<file path="src/rtl/sdcmd_pkg.sv">
package sdcmd_pkg;

    localparam int FRAME_BITS = 48;
    localparam int LONG_BITS  = 136;

    typedef enum logic [2:0] {
        ST_IDLE,
        ST_SEND,
        ST_WAIT,
        ST_RECV,
        ST_BUSY
    } eng_state_t;

    localparam logic [3:0] RA_CTRL = 4'd0;
    localparam logic [3:0] RA_ARG  = 4'd1;
    localparam logic [3:0] RA_TMO  = 4'd2;
    localparam logic [3:0] RA_DIV  = 4'd3;
    localparam logic [3:0] RA_SRST = 4'd4;
    localparam logic [3:0] RA_STAT = 4'd5;
    localparam logic [3:0] RA_RSP0 = 4'd8;
    localparam logic [3:0] RA_RSP1 = 4'd9;
    localparam logic [3:0] RA_RSP2 = 4'd10;
    localparam logic [3:0] RA_RSP3 = 4'd11;

    localparam logic [4:0] STAT_OK      = 5'b00001;
    localparam logic [4:0] STAT_TIMEOUT = 5'b00110;

    // one step of the x^7 + x^3 + 1 register
    function automatic logic [6:0] crc7_next(input logic [6:0] c, input logic b);
        logic fb;
        fb = b ^ c[6];
        return {c[5:3], c[2] ^ fb, c[1:0], fb};
    endfunction

    // CRC7 over the low n bits of d, highest of them first
    function automatic logic [6:0] crc7_span(input logic [119:0] d, input int n);
        logic [6:0] c;
        c = '0;
        for (int i = 119; i >= 0; i--) begin
            if (i < n) c = crc7_next(c, d[i]);
        end
        return c;
    endfunction

endpackage

</file>
<file path="src/rtl/sdcmd_clkgen.sv">
module sdcmd_clkgen #(
    parameter int DIV_W = 8
) (
    input  logic             clk,
    input  logic             rst_n,
    input  logic             hold,
    input  logic [DIV_W-1:0] div,
    output logic             sd_clk,
    output logic             rise_ev,
    output logic             fall_ev
);
    logic [DIV_W-1:0] cnt;
    logic [DIV_W-1:0] lim;

    always_comb begin
        lim     = (div == '0) ? DIV_W'(1) : div;
        rise_ev = !hold && (cnt >= lim);
        fall_ev = !hold && (cnt == (lim >> 1));
    end

    always_ff @(posedge clk or negedge rst_n) begin
        if (!rst_n) begin
            cnt    <= '0;
            sd_clk <= 1'b0;
        end else if (hold) begin
            cnt    <= '0;
            sd_clk <= 1'b0;
        end else begin
            if (rise_ev) begin
                cnt    <= '0;
                sd_clk <= 1'b1;
            end else begin
                cnt <= cnt + 1'b1;
            end
            if (fall_ev) sd_clk <= 1'b0;
        end
    end

endmodule

</file>
<file path="src/rtl/sdcmd_seq.sv">
module sdcmd_seq
    import sdcmd_pkg::*;
#(
    parameter int TMO_W = 24
) (
    input  logic              clk,
    input  logic              rst_n,
    input  logic              srst,
    input  logic              launch,
    input  logic [5:0]        cmd_index,
    input  logic [1:0]        rsp_kind,
    input  logic              busy_req,
    input  logic              crc_req,
    input  logic              idx_req,
    input  logic [31:0]       arg,
    input  logic [TMO_W-1:0]  tmo,
    input  logic              rise_ev,
    input  logic              fall_ev,
    input  logic              cmd_in,
    input  logic              busy_in,
    input  logic              clr_status,
    output logic              cmd_out,
    output logic              cmd_oe,
    output logic [4:0]        status,
    output logic [3:0][31:0]  resp,
    output logic              active
);
    eng_state_t state, nxt;

    logic [5:0]       cur_idx;
    logic [1:0]       cur_kind;
    logic             cur_busy, cur_crc, cur_ichk;
    logic [47:0]      txsr;
    logic [126:0]     rxsr;
    logic [127:0]     rx_next;
    logic [7:0]       nbits;
    logic [7:0]       rx_last;
    logic [TMO_W-1:0] tcnt;
    logic             rsp_none, rsp_long, tmo_hit, crc_bad, idx_bad, rx_end, tx_end;
    logic [6:0]       crc_calc;
    logic [39:0]      frame_head;

    always_comb begin
        rsp_none   = (cur_kind == 2'd0) || (cur_kind == 2'd3);
        rsp_long   = (cur_kind == 2'd2);
        rx_last    = rsp_long ? 8'(LONG_BITS - 1) : 8'(FRAME_BITS - 1);
        rx_next    = {rxsr, cmd_in};
        tmo_hit    = ({1'b0, tcnt} + 1'b1) >= {1'b0, tmo};
        crc_calc   = rsp_long ? crc7_span(rx_next[127:8], 120)
                              : crc7_span({80'b0, rx_next[47:8]}, 40);
        crc_bad    = cur_crc && (crc_calc != rx_next[7:1]);
        idx_bad    = cur_ichk && !rsp_long && (rx_next[45:40] != cur_idx);
        tx_end     = fall_ev && (nbits == 8'(FRAME_BITS));
        rx_end     = rise_ev && (nbits == rx_last);
        frame_head = {2'b01, cmd_index, arg};
        active     = (state != ST_IDLE);
    end

    always_comb begin
        nxt = state;
        unique case (state)
            ST_IDLE: if (launch) nxt = ST_SEND;
            ST_SEND: if (tx_end) nxt = rsp_none ? ST_IDLE : ST_WAIT;
            ST_WAIT: if (rise_ev) begin
                if (!cmd_in)      nxt = ST_RECV;
                else if (tmo_hit) nxt = ST_IDLE;
            end
            ST_RECV: if (rx_end) nxt = (crc_bad || idx_bad || !cur_busy) ? ST_IDLE : ST_BUSY;
            ST_BUSY: if (rise_ev && (!busy_in || tmo_hit)) nxt = ST_IDLE;
            default: nxt = ST_IDLE;
        endcase
    end

    always_ff @(posedge clk or negedge rst_n) begin
        if (!rst_n)    state <= ST_IDLE;
        else if (srst) state <= ST_IDLE;
        else           state <= nxt;
    end

    always_ff @(posedge clk or negedge rst_n) begin
        if (!rst_n) begin
            cmd_out <= 1'b1; cmd_oe <= 1'b0; status <= '0; resp <= '0;
            txsr <= '0; rxsr <= '0; nbits <= '0; tcnt <= '0;
            cur_idx <= '0; cur_kind <= '0; cur_busy <= 1'b0; cur_crc <= 1'b0; cur_ichk <= 1'b0;
        end else if (srst) begin
            cmd_out <= 1'b1; cmd_oe <= 1'b0; status <= '0; resp <= '0;
            txsr <= '0; rxsr <= '0; nbits <= '0; tcnt <= '0;
            cur_idx <= '0; cur_kind <= '0; cur_busy <= 1'b0; cur_crc <= 1'b0; cur_ichk <= 1'b0;
        end else begin
            if (clr_status) status <= '0;
            unique case (state)
                ST_IDLE: if (launch) begin
                    cur_idx  <= cmd_index;
                    cur_kind <= rsp_kind;
                    cur_busy <= busy_req;
                    cur_crc  <= crc_req;
                    cur_ichk <= idx_req;
                    txsr     <= {frame_head, crc7_span({80'b0, frame_head}, 40), 1'b1};
                    nbits    <= '0;
                end
                ST_SEND: if (fall_ev) begin
                    if (tx_end) begin
                        cmd_oe  <= 1'b0;
                        cmd_out <= 1'b1;
                        tcnt    <= '0;
                        nbits   <= '0;
                        if (rsp_none) status <= STAT_OK;
                    end else begin
                        cmd_oe  <= 1'b1;
                        cmd_out <= txsr[47];
                        txsr    <= {txsr[46:0], 1'b0};
                        nbits   <= nbits + 1'b1;
                    end
                end
                ST_WAIT: if (rise_ev) begin
                    if (!cmd_in) begin
                        rxsr  <= rx_next[126:0];
                        nbits <= 8'd1;
                    end else if (tmo_hit) begin
                        status <= STAT_TIMEOUT;
                    end else begin
                        tcnt <= tcnt + 1'b1;
                    end
                end
                ST_RECV: if (rise_ev) begin
                    rxsr  <= rx_next[126:0];
                    nbits <= nbits + 1'b1;
                    if (rx_end) begin
                        tcnt <= '0;
                        if (rsp_long) resp <= {rx_next[31:0], rx_next[63:32], rx_next[95:64], rx_next[127:96]};
                        else          resp <= {96'b0, rx_next[39:8]};
                        if (crc_bad || idx_bad) status <= {idx_bad, crc_bad, 1'b0, 1'b1, 1'b0};
                        else if (!cur_busy)     status <= STAT_OK;
                    end
                end
                ST_BUSY: if (rise_ev) begin
                    if (!busy_in)     status <= STAT_OK;
                    else if (tmo_hit) status <= STAT_TIMEOUT;
                    else              tcnt <= tcnt + 1'b1;
                end
                default: ;
            endcase
        end
    end

    // the line is driven only while frame bits go out
    a_r12_drive_only_sending: assert property (@(posedge clk) disable iff (!rst_n)
        cmd_oe |-> (state == ST_SEND));

    // a fresh status code only appears as the engine returns to idle
    a_r3_status_on_return: assert property (@(posedge clk) disable iff (!rst_n)
        ((status != 5'b0) && ($past(status) == 5'b0)) |-> (state == ST_IDLE));

    // a timeout code carries no check-failure cause
    a_r8_timeout_alone: assert property (@(posedge clk) disable iff (!rst_n)
        status[2] |-> (status[4:3] == 2'b00 && status[1] && !status[0]));

    // an error code never carries the completion bit
    a_r5_error_excludes_done: assert property (@(posedge clk) disable iff (!rst_n)
        status[1] |-> !status[0]);

    // soft reset leaves the engine idle with the line released
    a_r11_srst_idles: assert property (@(posedge clk) disable iff (!rst_n)
        srst |=> (state == ST_IDLE && !cmd_oe));

endmodule

</file>
<file path="src/rtl/sdcmd_engine.sv">
module sdcmd_engine
    import sdcmd_pkg::*;
#(
    parameter int DIV_W     = 8,
    parameter int TMO_W     = 24,
    parameter int DIV_RESET = 54
) (
    input  logic        clk,
    input  logic        rst_n,
    input  logic        reg_we,
    input  logic [3:0]  reg_addr,
    input  logic [31:0] reg_wdata,
    output logic [31:0] reg_rdata,
    output logic        sd_clk,
    output logic        cmd_out,
    output logic        cmd_oe,
    input  logic        cmd_in,
    input  logic        busy_in
);
    logic [13:0]       ctrl_q;
    logic [31:0]       arg_q;
    logic [TMO_W-1:0]  tmo_q;
    logic [DIV_W-1:0]  div_q;
    logic              srst_q;
    logic              rise_ev, fall_ev, launch, clr_status, eng_active;
    logic [4:0]        status;
    logic [3:0][31:0]  resp;

    always_ff @(posedge clk or negedge rst_n) begin
        if (!rst_n) begin
            ctrl_q <= '0;
            arg_q  <= '0;
            tmo_q  <= TMO_W'(1024);
            div_q  <= DIV_W'(DIV_RESET);
            srst_q <= 1'b0;
        end else if (reg_we) begin
            unique case (reg_addr)
                RA_CTRL: ctrl_q <= reg_wdata[13:0];
                RA_ARG:  arg_q  <= reg_wdata;
                RA_TMO:  tmo_q  <= reg_wdata[TMO_W-1:0];
                RA_DIV:  div_q  <= reg_wdata[DIV_W-1:0];
                RA_SRST: srst_q <= reg_wdata[0];
                default: ;
            endcase
        end
    end

    assign launch     = reg_we && (reg_addr == RA_ARG) && !srst_q;
    assign clr_status = reg_we && (reg_addr == RA_STAT);

    always_comb begin
        unique case (reg_addr)
            RA_CTRL: reg_rdata = {18'b0, ctrl_q};
            RA_ARG:  reg_rdata = arg_q;
            RA_TMO:  reg_rdata = 32'(tmo_q);
            RA_DIV:  reg_rdata = 32'(div_q);
            RA_SRST: reg_rdata = {31'b0, srst_q | eng_active};
            RA_STAT: reg_rdata = {27'b0, status};
            RA_RSP0: reg_rdata = resp[0];
            RA_RSP1: reg_rdata = resp[1];
            RA_RSP2: reg_rdata = resp[2];
            RA_RSP3: reg_rdata = resp[3];
            default: reg_rdata = '0;
        endcase
    end

    sdcmd_clkgen #(.DIV_W(DIV_W)) u_clk (
        .clk(clk), .rst_n(rst_n), .hold(srst_q), .div(div_q),
        .sd_clk(sd_clk), .rise_ev(rise_ev), .fall_ev(fall_ev)
    );

    sdcmd_seq #(.TMO_W(TMO_W)) u_seq (
        .clk(clk), .rst_n(rst_n), .srst(srst_q), .launch(launch),
        .cmd_index(ctrl_q[13:8]), .rsp_kind(ctrl_q[1:0]), .busy_req(ctrl_q[2]),
        .crc_req(ctrl_q[3]), .idx_req(ctrl_q[4]), .arg(reg_wdata), .tmo(tmo_q),
        .rise_ev(rise_ev), .fall_ev(fall_ev), .cmd_in(cmd_in), .busy_in(busy_in),
        .clr_status(clr_status), .cmd_out(cmd_out), .cmd_oe(cmd_oe),
        .status(status), .resp(resp), .active(eng_active)
    );

    // the CMD value moves only on a falling SD clock
    a_r1_cmd_moves_on_fall: assert property (@(posedge clk) disable iff (!rst_n)
        (!srst_q && (cmd_out != $past(cmd_out))) |-> (!sd_clk && $past(sd_clk)));

endmodule

</file>
<file path="config.mk">
export PLATFORM = sky130hd
export DESIGN_NAME = sdcmd_engine
export DESIGN_NICKNAME = d
export VERILOG_FILES = /design/src/rtl/sdcmd_pkg.sv /design/src/rtl/sdcmd_clkgen.sv /design/src/rtl/sdcmd_seq.sv /design/src/rtl/sdcmd_engine.sv
export SDC_FILE = /design/constraint.sdc
export NUM_CORES = 1
export LEC_CHECK = 0
export ABC_AREA = 1
export CAP_MARGIN = 0
export CORE_AREA = 10 10 276 278
export DETAILED_ROUTE_END_ITERATION = 6
export DIE_AREA = 0 0 286 288
export HOLD_SLACK_MARGIN = 0.08
export PLACE_DENSITY_LB_ADDON = 0.25
export SETUP_SLACK_MARGIN = 0.3
export SYNTH_ARGS = -nofsm -noshare
export SYNTH_HDL_FRONTEND = slang
export SYNTH_HIERARCHICAL = 1
export SYNTH_SLANG_ARGS = --single-unit
</file>
<file path="constraint.sdc">
create_clock -name clk -period 6.3 [get_ports clk]
set_input_delay 1.26 -clock clk [delete_from_list [all_inputs] [get_ports clk]]
set_output_delay 1.26 -clock clk [all_outputs]
set_load 0.02 [all_outputs]
</file>
==> metrics <==
Syn. warnings=6; critical path capture point type=register; failing checks=negative setup slack; CTS Sinks=444; FP Rows=98; Layout Cells excl Fill=5030; Inst Count DP=4914; crit path DAT=7840 ps; Pre-antenna DRT Iters=6; clock slew at reported path FFs=70 ps; clock root buffer=clkbuf_16; Tot GR Track Use=21.5%; CTS tree=built; DP HPWL=66500 um; Worst Path Required=6790 ps; outcome=complete, but fails checks; worst skew pair latency=630 ps; share of layout cells above drive strength 1=21.4%; hold crit path type=reg2reg; ANT nets after route=0; drt drc=0; Mapped Nets=4026; Seq/Total Area, Yosys=39.7%; Mapped Area=28000 sq um; antenna violations before repair=1; Mapped Cells=3948; crit-path most repeated cell=nand2_4; pin count of the biggest net entering global routing=159; Die W=286 um; Post-synth EDFFs=0; critical path startpoint category=register; die area=82400 sq um; 1st-iter DRT viols=2221; Core Box Area=70900 sq um; Tcrit/Tclk final=117%; number of hold-repair buffers added at the cts stage=0; area leader, netlist=dfrtp_1; register bit total from synthesis=444; worst reg2reg path depth=82; hold depth=2; minimum clock period=7340 ps; fin nets=4116; Crit-path slowest cell=dfrtp_2; TNS Setup=-5900 ps; max incr delay on CP=440 ps; Worst Tran Pin Value=1160 ps; RSZ-0062 raised after global routing=true; fin util=48.1%; I/O Pins=76; first-pass GRT wire length=141000 um; CTS H-tree depth=2; Distinct cells, synth=51; FFs w/ async S/R, synth=100%; FF/Latch Area=11100 sq um; Worst Clk Skew=32.4 ps; met3 WL=5000 um; Max Buffers Root-to-Sink=3; routed vias/inst=5.26; top sig layer=met4; Fmax achieved=136 MHz; Met1 Wirelength=41500 um; Final setup viols=6; Filler cells=7139; total number of vias=26500; Synth Flop Type=dfrtp_1; Port Buffers=75; Avg Inst Size Synth=7.10 sq um; Setup Crit Path Kind=reg2reg; max cap viols=0; Starting Density=39.5%; GRT Residual Overflow=0; CTS Buf Count=52; Multi-input gate area=16500 sq um; top cells by area, synth=dfrtp_1, nand2_1, nand3_1; Max Transition Viols Final=0; CP max FO=5; met2 routed WL=42700 um; WL final=92300 um; GPL Wtd Cong=0.917; vias in the first global route=24500; Final WS setup=-1040 ps; Fin. Hold Viols=0; chip height=288 um; Slew Limit Headroom=22.3%; Synth-to-Final Area Change=21.8%; Synth top area share=39.1%; wire per inst=18.4 um
## Yosys cell counts, types with 14 or more instances
master,number
a21oi_1,35
clkbuf_1,103
inv_2,59
o21ai_0,348
buf_1,22
nor3_1,14
nor2_2,18
o22ai_1,19
dfrtp_1,438
xor2_1,116
inv_1,398
nand2_1,1104
a31oi_1,21
ha_1,37
nand3_1,595
nand2_4,18
xnor2_1,48
buf_2,18
nor2_1,212
nand2_2,140
o211ai_1,30
o21ai_1,29
nand4_1,14
nand3_2,28
## worst paths after layout
path,startpoint,to,slack (ps)
max in group asynchronous,rst_n,u_seq/rxsr[121],4400
hold / removal,arg_q[29],arg_q[29],480
setup / recovery,u_seq/rxsr[124],u_seq/status[1],-1040
hold reg to reg,arg_q[29],arg_q[29],480
min in group asynchronous,rst_n,u_seq/txsr[7],520
setup reg to reg,u_seq/rxsr[124],u_seq/status[1],-1040
## cells in the final DEF, fill, tap and decap left out, types with 10 or more instances in the layout
cell type,Yosys,layout
nand3_2,28,70
nand2_4,18,130
clkinv_2,0,10
inv_1,398,381
nand3_1,595,508
a21oi_1,35,31
nor2_4,7,18
nand2_1,1104,870
buf_4,7,111
dfrtp_1,438,430
inv_2,59,72
clkbuf_16,0,52
o21ai_0,348,348
o21ai_1,29,29
nand3_4,0,45
nand2_2,140,262
o211ai_1,30,30
nor2_1,212,192
nand4_1,14,14
clkdlybuf4s50_1,0,74
xor2_1,116,116
ha_1,37,36
nor3_1,14,14
nor2_2,18,27
xnor2_1,48,46
o22ai_1,19,19
a31oi_1,21,21
## critical path, delay by kind of cell (launching register included)
family / cells / cell delay [ps]
buf+inv: 8 / 620
simple gates: 73 / 6100
compound gates: 1 / 60
flops: 1 / 440
## kinds of logic after synthesis
group	Yosys count	synth area share (%)
AND/OR/NAND/NOR	2171	34.9
flip-flops	444	39.7
AO/OA/AOI/OAI	511	9.94
XOR/XNOR	165	5.18
buffers and inverters	620	8.69
adder cells (fa/ha/maj)	37	1.65
## layer usage
layer / track usage, % / vias to the layer above
met5: 0 / -
met4: 7.20 / 0
met3: 2.59 / 151
met2: 34.6 / 714
met1: 29.6 / 12700
li1: - / 12900
## metrics by stage
| step | worst slack [ps] | hold WS [ps] | instance area [sq um] |
|---|---|---|---|
| finish | -1040 | 475 | 34100 |
| global route | -1660 | 503 | 34100 |
| CTS | -841 | 479 | 32700 |
| detailed placement | -1160 | 465 | 30200 |
| global placement | -1020 | 463 | 30200 |
| floorplan | 209 | 442 | 28100 |
## sequential cells by signal (all words and copies together), names as in the netlist, 2 cells and up
register,count
u_seq/txsr,48
ctrl_q,14
div_q,8
tmo_q,24
u_seq/status,5
u_clk/cnt,8
u_seq/resp,128
u_seq/state,3
u_seq/tcnt,24
arg_q,32
u_seq/nbits,8
u_seq/cur_idx,6
u_seq/rxsr,127
u_seq/cur_kind,2
## final cells by class
type                            instances  area share (%)
Antenna cell                            1         0.00733
Clock buffer                           64            4.12
Clock inverter                         31            1.11
Inverter                              462            5.13
Multi-Input combinational cell       2884            48.5
Sequential cell                       444            32.6
Tap cell                              950            3.48
Timing Repair Buffer                  194            5.08
## repair_timing
action	4_1_cts	5_1_grt
pin swaps	70	132
setup buffers	9	11
cloned	0	0
gates resized for setup	166	348
endpoints found under the setup margin	6	7
Power is not shown: default switching activity piles up to over one toggle a cycle in this logic, so the estimate is an artifact.
